`src/rtl/alu16_pkg.sv`:
```
package alu16_pkg;

  typedef enum logic [1:0] {
    GRP_LOGIC = 2'b00,
    GRP_CMP   = 2'b01,
    GRP_ARITH = 2'b10,
    GRP_SHIFT = 2'b11
  } grp_e;

  // logic family
  localparam logic [2:0] LG_NOTA = 3'b000;
  localparam logic [2:0] LG_XOR  = 3'b011;
  localparam logic [2:0] LG_AND  = 3'b101;
  localparam logic [2:0] LG_OR   = 3'b111;

  // compare family
  localparam logic [2:0] CM_LT = 3'b001;
  localparam logic [2:0] CM_NE = 3'b010;
  localparam logic [2:0] CM_GT = 3'b011;
  localparam logic [2:0] CM_LE = 3'b100;
  localparam logic [2:0] CM_GE = 3'b110;
  localparam logic [2:0] CM_EQ = 3'b111;

  // arithmetic family
  localparam logic [2:0] AR_SUBU = 3'b000;
  localparam logic [2:0] AR_ADDU = 3'b001;
  localparam logic [2:0] AR_SUB  = 3'b100;
  localparam logic [2:0] AR_ADD  = 3'b101;
  localparam logic [2:0] AR_DEC  = 3'b110;
  localparam logic [2:0] AR_INC  = 3'b111;

  // shift family
  localparam logic [2:0] SH_ROL = 3'b000;
  localparam logic [2:0] SH_ROR = 3'b001;
  localparam logic [2:0] SH_LSL = 3'b010;
  localparam logic [2:0] SH_LSR = 3'b011;
  localparam logic [2:0] SH_ASL = 3'b100;
  localparam logic [2:0] SH_ASR = 3'b101;

endpackage

```
`src/rtl/alu16_logic_unit.sv`:
```
module alu16_logic_unit
  import alu16_pkg::*;
#(
  parameter int W = 16
) (
  input  logic [W-1:0] a,
  input  logic [W-1:0] b,
  input  logic [2:0]   sub,
  output logic [W-1:0] y,
  output logic         hit
);
  always_comb begin
    hit = 1'b1;
    case (sub)
      LG_OR:   y = a | b;
      LG_XOR:  y = a ^ b;
      LG_AND:  y = a & b;
      LG_NOTA: y = ~a;
      default: begin
        y   = '0;
        hit = 1'b0;
      end
    endcase
  end
endmodule

```
`src/rtl/alu16_cmp_unit.sv`:
```
module alu16_cmp_unit
  import alu16_pkg::*;
#(
  parameter int W = 16
) (
  input  logic [W-1:0] a,
  input  logic [W-1:0] b,
  input  logic [2:0]   sub,
  output logic [W-1:0] y,
  output logic         hit
);
  logic lt, eq, cond;

  assign lt = $signed(a) < $signed(b);
  assign eq = (a == b);

  always_comb begin
    hit = 1'b1;
    case (sub)
      CM_LT:   cond = lt;
      CM_LE:   cond = lt | eq;
      CM_GT:   cond = ~(lt | eq);
      CM_GE:   cond = ~lt;
      CM_EQ:   cond = eq;
      CM_NE:   cond = ~eq;
      default: begin
        cond = 1'b0;
        hit  = 1'b0;
      end
    endcase
  end

  assign y = {{(W-1){1'b0}}, cond};
endmodule

```
`src/rtl/alu16_arith_unit.sv`:
```
module alu16_arith_unit
  import alu16_pkg::*;
#(
  parameter int W = 16
) (
  input  logic [W-1:0] a,
  input  logic [W-1:0] b,
  input  logic         cin,
  input  logic [2:0]   sub,
  output logic [W-1:0] y,
  output logic         cout,
  output logic         v,
  output logic         hit
);
  logic [W-1:0] b_eff;
  logic         c0, sgn, brw, ovf;
  logic [W:0]   sum;

  always_comb begin
    hit   = 1'b1;
    sgn   = 1'b0;
    brw   = 1'b0;
    b_eff = b;
    c0    = cin;
    case (sub)
      AR_ADD:  sgn = 1'b1;
      AR_ADDU: sgn = 1'b0;
      AR_SUB:  begin b_eff = ~b; c0 = 1'b1; sgn = 1'b1; end
      AR_SUBU: begin b_eff = ~b; c0 = 1'b1; brw = 1'b1; end
      AR_INC:  begin b_eff = '0; c0 = 1'b1; sgn = 1'b1; end
      AR_DEC:  begin b_eff = '1; c0 = 1'b0; sgn = 1'b1; end
      default: begin b_eff = '0; c0 = 1'b0; hit = 1'b0; end
    endcase
  end

  // single shared adder for every variant
  assign sum  = {1'b0, a} + {1'b0, b_eff} + {{W{1'b0}}, c0};
  assign ovf  = (a[W-1] == b_eff[W-1]) && (sum[W-1] != a[W-1]);
  assign y    = sum[W-1:0];
  assign cout = sum[W];
  assign v    = sgn ? ovf : (brw ? ~sum[W] : sum[W]);
endmodule

```
`src/rtl/alu16_shift_unit.sv`:
```
module alu16_shift_unit
  import alu16_pkg::*;
#(
  parameter int W = 16
) (
  input  logic [W-1:0]         a,
  input  logic [$clog2(W)-1:0] amt,
  input  logic [2:0]           sub,
  output logic [W-1:0]         y,
  output logic                 v,
  output logic                 hit
);
  localparam int SHW = $clog2(W);

  logic [W-1:0] stg [0:SHW];
  assign stg[0] = a;

  for (genvar s = 0; s < SHW; s++) begin : g_stage
    localparam int K = 1 << s;
    logic [W-1:0] sh;
    always_comb begin
      case (sub)
        SH_LSL, SH_ASL: sh = {stg[s][W-1-K:0], {K{1'b0}}};
        SH_LSR:         sh = {{K{1'b0}}, stg[s][W-1:K]};
        SH_ASR:         sh = {{K{stg[s][W-1]}}, stg[s][W-1:K]};
        SH_ROL:         sh = {stg[s][W-1-K:0], stg[s][W-1:W-K]};
        SH_ROR:         sh = {stg[s][K-1:0], stg[s][W-1:K]};
        default:        sh = stg[s];
      endcase
    end
    assign stg[s+1] = amt[s] ? sh : stg[s];
  end

  always_comb begin
    case (sub)
      SH_LSL, SH_ASL, SH_LSR, SH_ASR, SH_ROL, SH_ROR: hit = 1'b1;
      default:                                        hit = 1'b0;
    endcase
  end

  assign y = hit ? stg[SHW] : '0;
  // a left shift overflows when shifting back arithmetically fails to restore a
  assign v = (sub == SH_ASL) && (($signed(stg[SHW]) >>> amt) != $signed(a));
endmodule

```
`src/rtl/alu16_core.sv`:
```
module alu16_core
  import alu16_pkg::*;
#(
  parameter int W = 16
) (
  input  logic         clk,
  input  logic         rst,
  input  logic [W-1:0] op_a,
  input  logic [W-1:0] op_b,
  input  logic [4:0]   op_sel,
  input  logic         carry_in,
  output logic [W-1:0] result,
  output logic         carry_out,
  output logic         flag_v
);
  localparam int SHW = $clog2(W);

  grp_e       grp;
  logic [2:0] sub;
  assign grp = grp_e'(op_sel[4:3]);
  assign sub = op_sel[2:0];

  logic [W-1:0] y_lg, y_cm, y_ar, y_sh;
  logic         h_lg, h_cm, h_ar, h_sh;
  logic         c_ar, v_ar, v_sh;

  alu16_logic_unit #(.W(W)) u_logic (
    .a(op_a), .b(op_b), .sub(sub), .y(y_lg), .hit(h_lg)
  );

  alu16_cmp_unit #(.W(W)) u_cmp (
    .a(op_a), .b(op_b), .sub(sub), .y(y_cm), .hit(h_cm)
  );

  alu16_arith_unit #(.W(W)) u_arith (
    .a(op_a), .b(op_b), .cin(carry_in), .sub(sub),
    .y(y_ar), .cout(c_ar), .v(v_ar), .hit(h_ar)
  );

  alu16_shift_unit #(.W(W)) u_shift (
    .a(op_a), .amt(op_b[SHW-1:0]), .sub(sub),
    .y(y_sh), .v(v_sh), .hit(h_sh)
  );

  logic [W-1:0] y_nx;
  logic         c_nx, v_nx;

  always_comb begin
    y_nx = '0;
    c_nx = 1'b0;
    v_nx = 1'b0;
    case (grp)
      GRP_LOGIC: if (h_lg) y_nx = y_lg;
      GRP_CMP:   if (h_cm) y_nx = y_cm;
      GRP_ARITH: if (h_ar) begin
        y_nx = y_ar;
        c_nx = c_ar;
        v_nx = v_ar;
      end
      GRP_SHIFT: if (h_sh) begin
        y_nx = y_sh;
        v_nx = v_sh;
      end
      default: ;
    endcase
  end

  always_ff @(posedge clk) begin
    if (rst) begin
      result    <= '0;
      carry_out <= 1'b0;
      flag_v    <= 1'b0;
    end else begin
      result    <= y_nx;
      carry_out <= c_nx;
      flag_v    <= v_nx;
    end
  end
endmodule

```
`config.mk`:
```
export PLATFORM = sky130hd
export DESIGN_NAME = alu16_core
export DESIGN_NICKNAME = d
export VERILOG_FILES = /design/src/rtl/alu16_pkg.sv /design/src/rtl/alu16_logic_unit.sv /design/src/rtl/alu16_cmp_unit.sv /design/src/rtl/alu16_arith_unit.sv /design/src/rtl/alu16_shift_unit.sv /design/src/rtl/alu16_core.sv
export SDC_FILE = /design/constraint.sdc
export NUM_CORES = 1
export LEC_CHECK = 0
export ABC_AREA = 1
export BUFFER_PORTS_ARGS = -buffer_cell sky130_fd_sc_hd__buf_2
export CAP_MARGIN = 20
export CORE_ASPECT_RATIO = 1.5
export CORE_MARGIN = 5
export CORE_UTILIZATION = 40
export CTS_CLUSTER_SIZE = 14
export DETAILED_ROUTE_END_ITERATION = 10
export PLACE_DENSITY = 0.68
export SLEW_MARGIN = 5
export SYNTH_ARGS = -nofsm -noshare
export SYNTH_HDL_FRONTEND = slang
export SYNTH_SLANG_ARGS = --single-unit
```
`constraint.sdc`:
```
create_clock -name clk -period 5.6 [get_ports clk]
set_input_delay 0.56 -clock clk [delete_from_list [all_inputs] [get_ports clk]]
set_output_delay 0.56 -clock clk [all_outputs]
set_load 0.03 [all_outputs]
```
[Word-level counts from Yosys, hierarchy flattened]
Cells that the tools add are included.
Storage, ports and cells
  flip-flop bits (word level): 18
  input bits: 40
  output and inout port bits: 18
Operators by class
  add/sub/neg operators: 2
  magnitude comparators: 1
  eq/ne operators: 14
  shift operators: 1
  muxes and demuxes: 28
  bitwise logic cells: 12
  reduce and logical (&&, ||, !) cells: 15
Operators by type and width (number)
  $pmux 16 s5: 3
  $pmux 16 s4: 3
  $mux 16: 7
  $pmux 16 s3: 1
  $not 16->16: 2
  $reduce_or 6->1: 3
  $add 16x16->17: 1
  $add 17x1->17: 1
  $and 16x16->16: 1
  $eq 16x16->1: 1
  $lt 16x16->1: 1
  $ne 16x16->1: 1
  $or 16x16->16: 1
  $sshr 16x4->16: 1
  $xor 16x16->16: 1
  $eq 3x3->1 const B: 4
  $mux 1: 11
  $reduce_or 2->1: 4
  $reduce_or 4->1: 2
  $eq 3x2->1 const B: 2
  $not 1->1: 6
  $pmux 1 s6: 1
  $reduce_or 3->1: 2
  $eq 2x2->1 const B: 2
  other kinds (9): 11

[Logic depth before layout (Yosys ltp)]
  depth in word-level cells: 15
  gate-level depth with buffers: 33
  gate-level depth less buffers: 29

[Hierarchy]
A second synthesis with hierarchy kept.
Unflattened totals
  cells, all modules: 1430
  area total of the unflattened synthesis: 7418.4 µm²
By module, submodules not included
  alu16_shift_unit: instances 1, cells each 628, area an instance 2748.9 µm², seq. area each 0.0 µm²
  alu16_core: instances 1, cells each 236, area an instance 1465.2 µm², seq. area each 360.3 µm²
  alu16_logic_unit: instances 1, cells each 225, area an instance 1275.0 µm², seq. area each 0.0 µm²
  alu16_arith_unit: instances 1, cells each 225, area an instance 1242.4 µm², seq. area each 0.0 µm²
  alu16_cmp_unit: instances 1, cells each 116, area an instance 686.9 µm², seq. area each 0.0 µm²

[Least setup slack after synthesis]
OpenSTA, ideal clock, no wires.
  kind: input-to-reg
  start: input op_sel[0]
  end: register result[12]
  arrival time: 4.049 ns
  setup slack: 1.442 ns
  stages: 33
  path through: buf_6 -> buf_6 -> buf_6 -> buf_2 -> nand2_1 -> nor2_1 -> inv_1 -> clkbuf_1 -> nand2_1 -> fa_1 -> inv_1 -> fa_1 -> inv_1 -> nand2_1 -> nand2_1 -> a21oi_1 -> nor2_1 -> o21ai_0 -> nand2_1 -> nand2_1 -> nand2_1 -> a21oi_1 -> nor2_1 -> o21ai_0 -> nand2_1 -> nand2_1 -> nand2_1 -> a21oi_1 -> nand2_1 -> nand3_1 -> nand3_1 -> nand2_1 -> inv_1
Between the ends
  longest elaborated chain between the ends: 12
  elaborated cells on any way between the ends: 36
  classes of those cells: add/sub (2); eq/ne (7); mux (18); reduce/logical (9)
RTL lines
  start: declaration: line alu16_core.sv:10  | input logic [4:0] op_sel,
  parallel branches: the longest is 11 deep, another holds $add 16x16->17
  $pmux 16 s4 (*): line alu16_core.sv:52  | case (grp)
  end signal: assignment: line alu16_core.sv:74  | result <= y_nx;
  end: declaration: line alu16_core.sv:12  | output logic [W-1:0] result,
Mark *: on every way between the ends.
A chain may end at the register's enable or synchronous reset.

[Final worst setup path]
  start: input op_sel[1]
  end: register result[12]
Same word-level chain as after synthesis.

==> metrics.csv <==
stage;metric;value;unit
grt;grt_busiest_layer;met2;
sta;setup_viol;0;
synth;synth_top_flop_cell;dfxtp_1;
floorplanning;core;0.0139;mm^2
floorplanning;die_h;155;um
sta;rsz0062_at_grt;no;
setup_path;critPathArrivalTime;4490;ps
clock_network;cts_buffer_depth;2;
drt;wirelength;24500;um
sta;min_period_over_period;0.775;
grt;grt_pass1_vias;6920;
sta;post-route-min-period;4340;ps
job;cap_violations;0;
drt;drt-initial-drc-count;641;
drt;viasPerCell;6.11;
placement;dpl_cell_area;0.00588;mm^2
synth;synth_edf_count;0;
grt;grt_pass1_wl;37300;um
floorplanning;die_area;0.0165;mm^2
placement;dp_slack;1120;ps
sta;setup_tns;0;ps
floorplanning;io_pins;58;
grt;grt-ovfl-total;0;
cells_and_area;drive_gt1_frac;0.102;
hold_path;min_from;rst;
setup_path;worst-path-buf-inv;5;
synth;ys_warn_count;0;
setup_path;crit_family;simple AND/OR/NAND/NOR gates;
grt;met3_usage;0.0274;
setup_path;critPathKind;primary input to flip-flop;
drt;firstDrtPassIters;5;
hold_path;min_path_type;primary input to flip-flop;
grt;grt_max_degree;30;
synth;synthCells;1005;
synth;ys_types;42;
synth;syn-cell-area;0.00561;mm^2
cells_and_area;nets;1133;
synth;synth-seq-cells;18;
cells_and_area;fin_cells;1192;
cells_and_area;antennaDiodeCount;0;
setup_path;crit_fanout;23;
placement;numPlacedInstances;1188;
setup_path;required;5750;ps
setup_path;end_kind;flip-flop;
cells_and_area;syn_to_final_growth;6.51;%
floorplanning;rows;53;
placement;hpwl;19500;um
pwr;ir_worst_vdd;0.000148;V
synth;muxShareOfSynthArea;0;
grt;grt.met2_usage;0.506;
clock_network;clk_pin_slew_worst_paths;60;ps
run_status;outcome;completed;
drt;detail_route.wl_per_cell;20.6;um
grt;track_usage;0.291;
synth;synth_compound_area_frac;0.153;
floorplanning;die_x;107;um
sta;fmax;0.230;GHz
clock_network;post_cts_buffers;0;
synth;yosys.area_share.xor_xnor;0.0109;
grt;use_met1;0.304;
setup_path;crit_top_cell;nand2_1;
drt;drc;0;
placement;place.gp.congestion;1.08;
floorplanning;start_util;0.403;
synth;synth_top_family_by_area;simple AND/OR/NAND/NOR gates;
synth;synth-seq-area-share;0.0643;
setup_path;critPathSlowestCell;nor2_1;
clock_network;cts_made_buffers;3;
sta;slew_headroom;0.464;
sta;hold_viol_final;0;
clock_network;htreeDepth;1;
clock_network;cts_root_buf;clkbuf_16;
clock_network;cts_tree;yes;
drt;vias;7279;
cells_and_area;stdcell_area;0.00597;mm^2
grt;antenna_found_initial;0;
placement;port_buffers;57;
drt;ant_nets;0;
clock_network;cts_sinks;18;
hold_path;min_path_cells;2;
synth;synthAdderAreaFrac;0.148;
clock_network;holdBufCountCts;0;
hold_path;hold_end;flag_v;
pwr;powerDensity;160;mW/mm^2
sta;worstMarginPinSlew;802;ps
clock_network;ctsResizeCount;0;
synth;avgSynthCellArea;5.58;um^2
pwr;leakage;3.22;nW
synth;yosys.area_share.simple;0.511;
setup_path;critPathMaxStageDelay;580;ps
sta;setup_slack;1260;ps
sta;drv_slew;0;
setup_path;crit_path_start_kind;primary input;
synth;syn_nets;1110;
synth;async_reset_ff_frac;0;
## cell usage in the layout, fill, tap and decap left out, drive strengths merged
master and instances:
o211ai 5, o21ai 56, buf 62, nor2 63, ha 63, a22oi 1, a21oi 28, nand4 4
a31oi 1, o221ai 11, or2 3, clkinv 1, inv 99, a221o 1, o21bai 5, nor3 1
nand2 310, clkbuf 4, nand3 253, a221oi 16, dfxtp 18, xor2 7, o2111ai 3, fa 2
o22ai 9, nor4 1
## registers in the layout, indices dropped and copies added (netlist names)
| name | count |
|---|---|
| flag_v | 1 |
| carry_out | 1 |
| result | 16 |
## logic make-up (layout without fill, tap and decap cells)
logic type / count (synthesis) / in the layout
AOI/OAI and AO/OA: 136 / 136
xor gates and xnor gates: 7 / 7
adders and majority gates: 65 / 65
buffers and inverters: 144 / 166
DFF: 18 / 18
and+or+nand+nor: 635 / 635
## metrics by stage
| step | hold slack, ps | power, mW | util |
|---|---|---|---|
| after floorplan | 629 | 0.601 | - |
| after global placement | 764 | 0.776 | 0.423 |
| after detailed placement | 771 | 0.779 | 0.423 |
| after CTS | 507 | 0.939 | 0.429 |
| after global routing | 523 | 1.03 | 0.429 |
| final | 500 | 0.956 | 0.429 |
## worst max path at each step
| stage | startpoint | end | slack (ps) | depth (start not counted) |
|---|---|---|---|---|
| detailed placement | op_sel[1] | result[12] | 1120 | 30 |
| floorplan | op_sel[0] | result[12] | 1440 | 33 |
| CTS | op_sel[1] | result[12] | 1350 | 30 |
| finish | op_sel[1] | result[12] | 1260 | 30 |
| global route | op_sel[1] | result[12] | 790 | 30 |
| global placement | op_sel[1] | result[12] | 1200 | 30 |
## synth_stat cells (7+ instances only)
cell	number	area, um^2
a21oi_1	25	125
a221oi_1	16	140
buf_1	7	26.3
buf_2	10	50.1
buf_6	7	78.8
clkbuf_1	14	52.6
dfxtp_1	18	360
ha_1	63	788
inv_1	90	338
inv_2	8	30.0
nand2_1	302	1130
nand3_1	246	1230
nor2_1	54	203
o21ai_0	54	270
o221ai_1	11	96.3
o22ai_1	9	56.3
xor2_1	7	61.3
## where the power goes
part	total (mW)	switching (mW)	internal, mW	leakage (nW)
Combinational	0.654	0.459	0.196	3.03
Sequential	0.140	0.00215	0.138	0.147
Clock	0.161	0.0519	0.109	0.0442
## per-layer routing
layer	routed length, um	share of wire
met4	2650	0.11
met5	0	0
met2	12000	0.49
met1	8330	0.34
met3	1530	0.062
## layout make-up
type / instances / area [um^2]
Sequential cell: 18 / 360
Tap cell: 165 / 206
Fill cell: 1573 / 7950
Multi-Input combinational cell: 843 / 4610
Timing Repair Buffer: 62 / 323
Clock buffer: 4 / 88.8
Inverter: 100 / 380
Power figures use the tool's default switching activity.
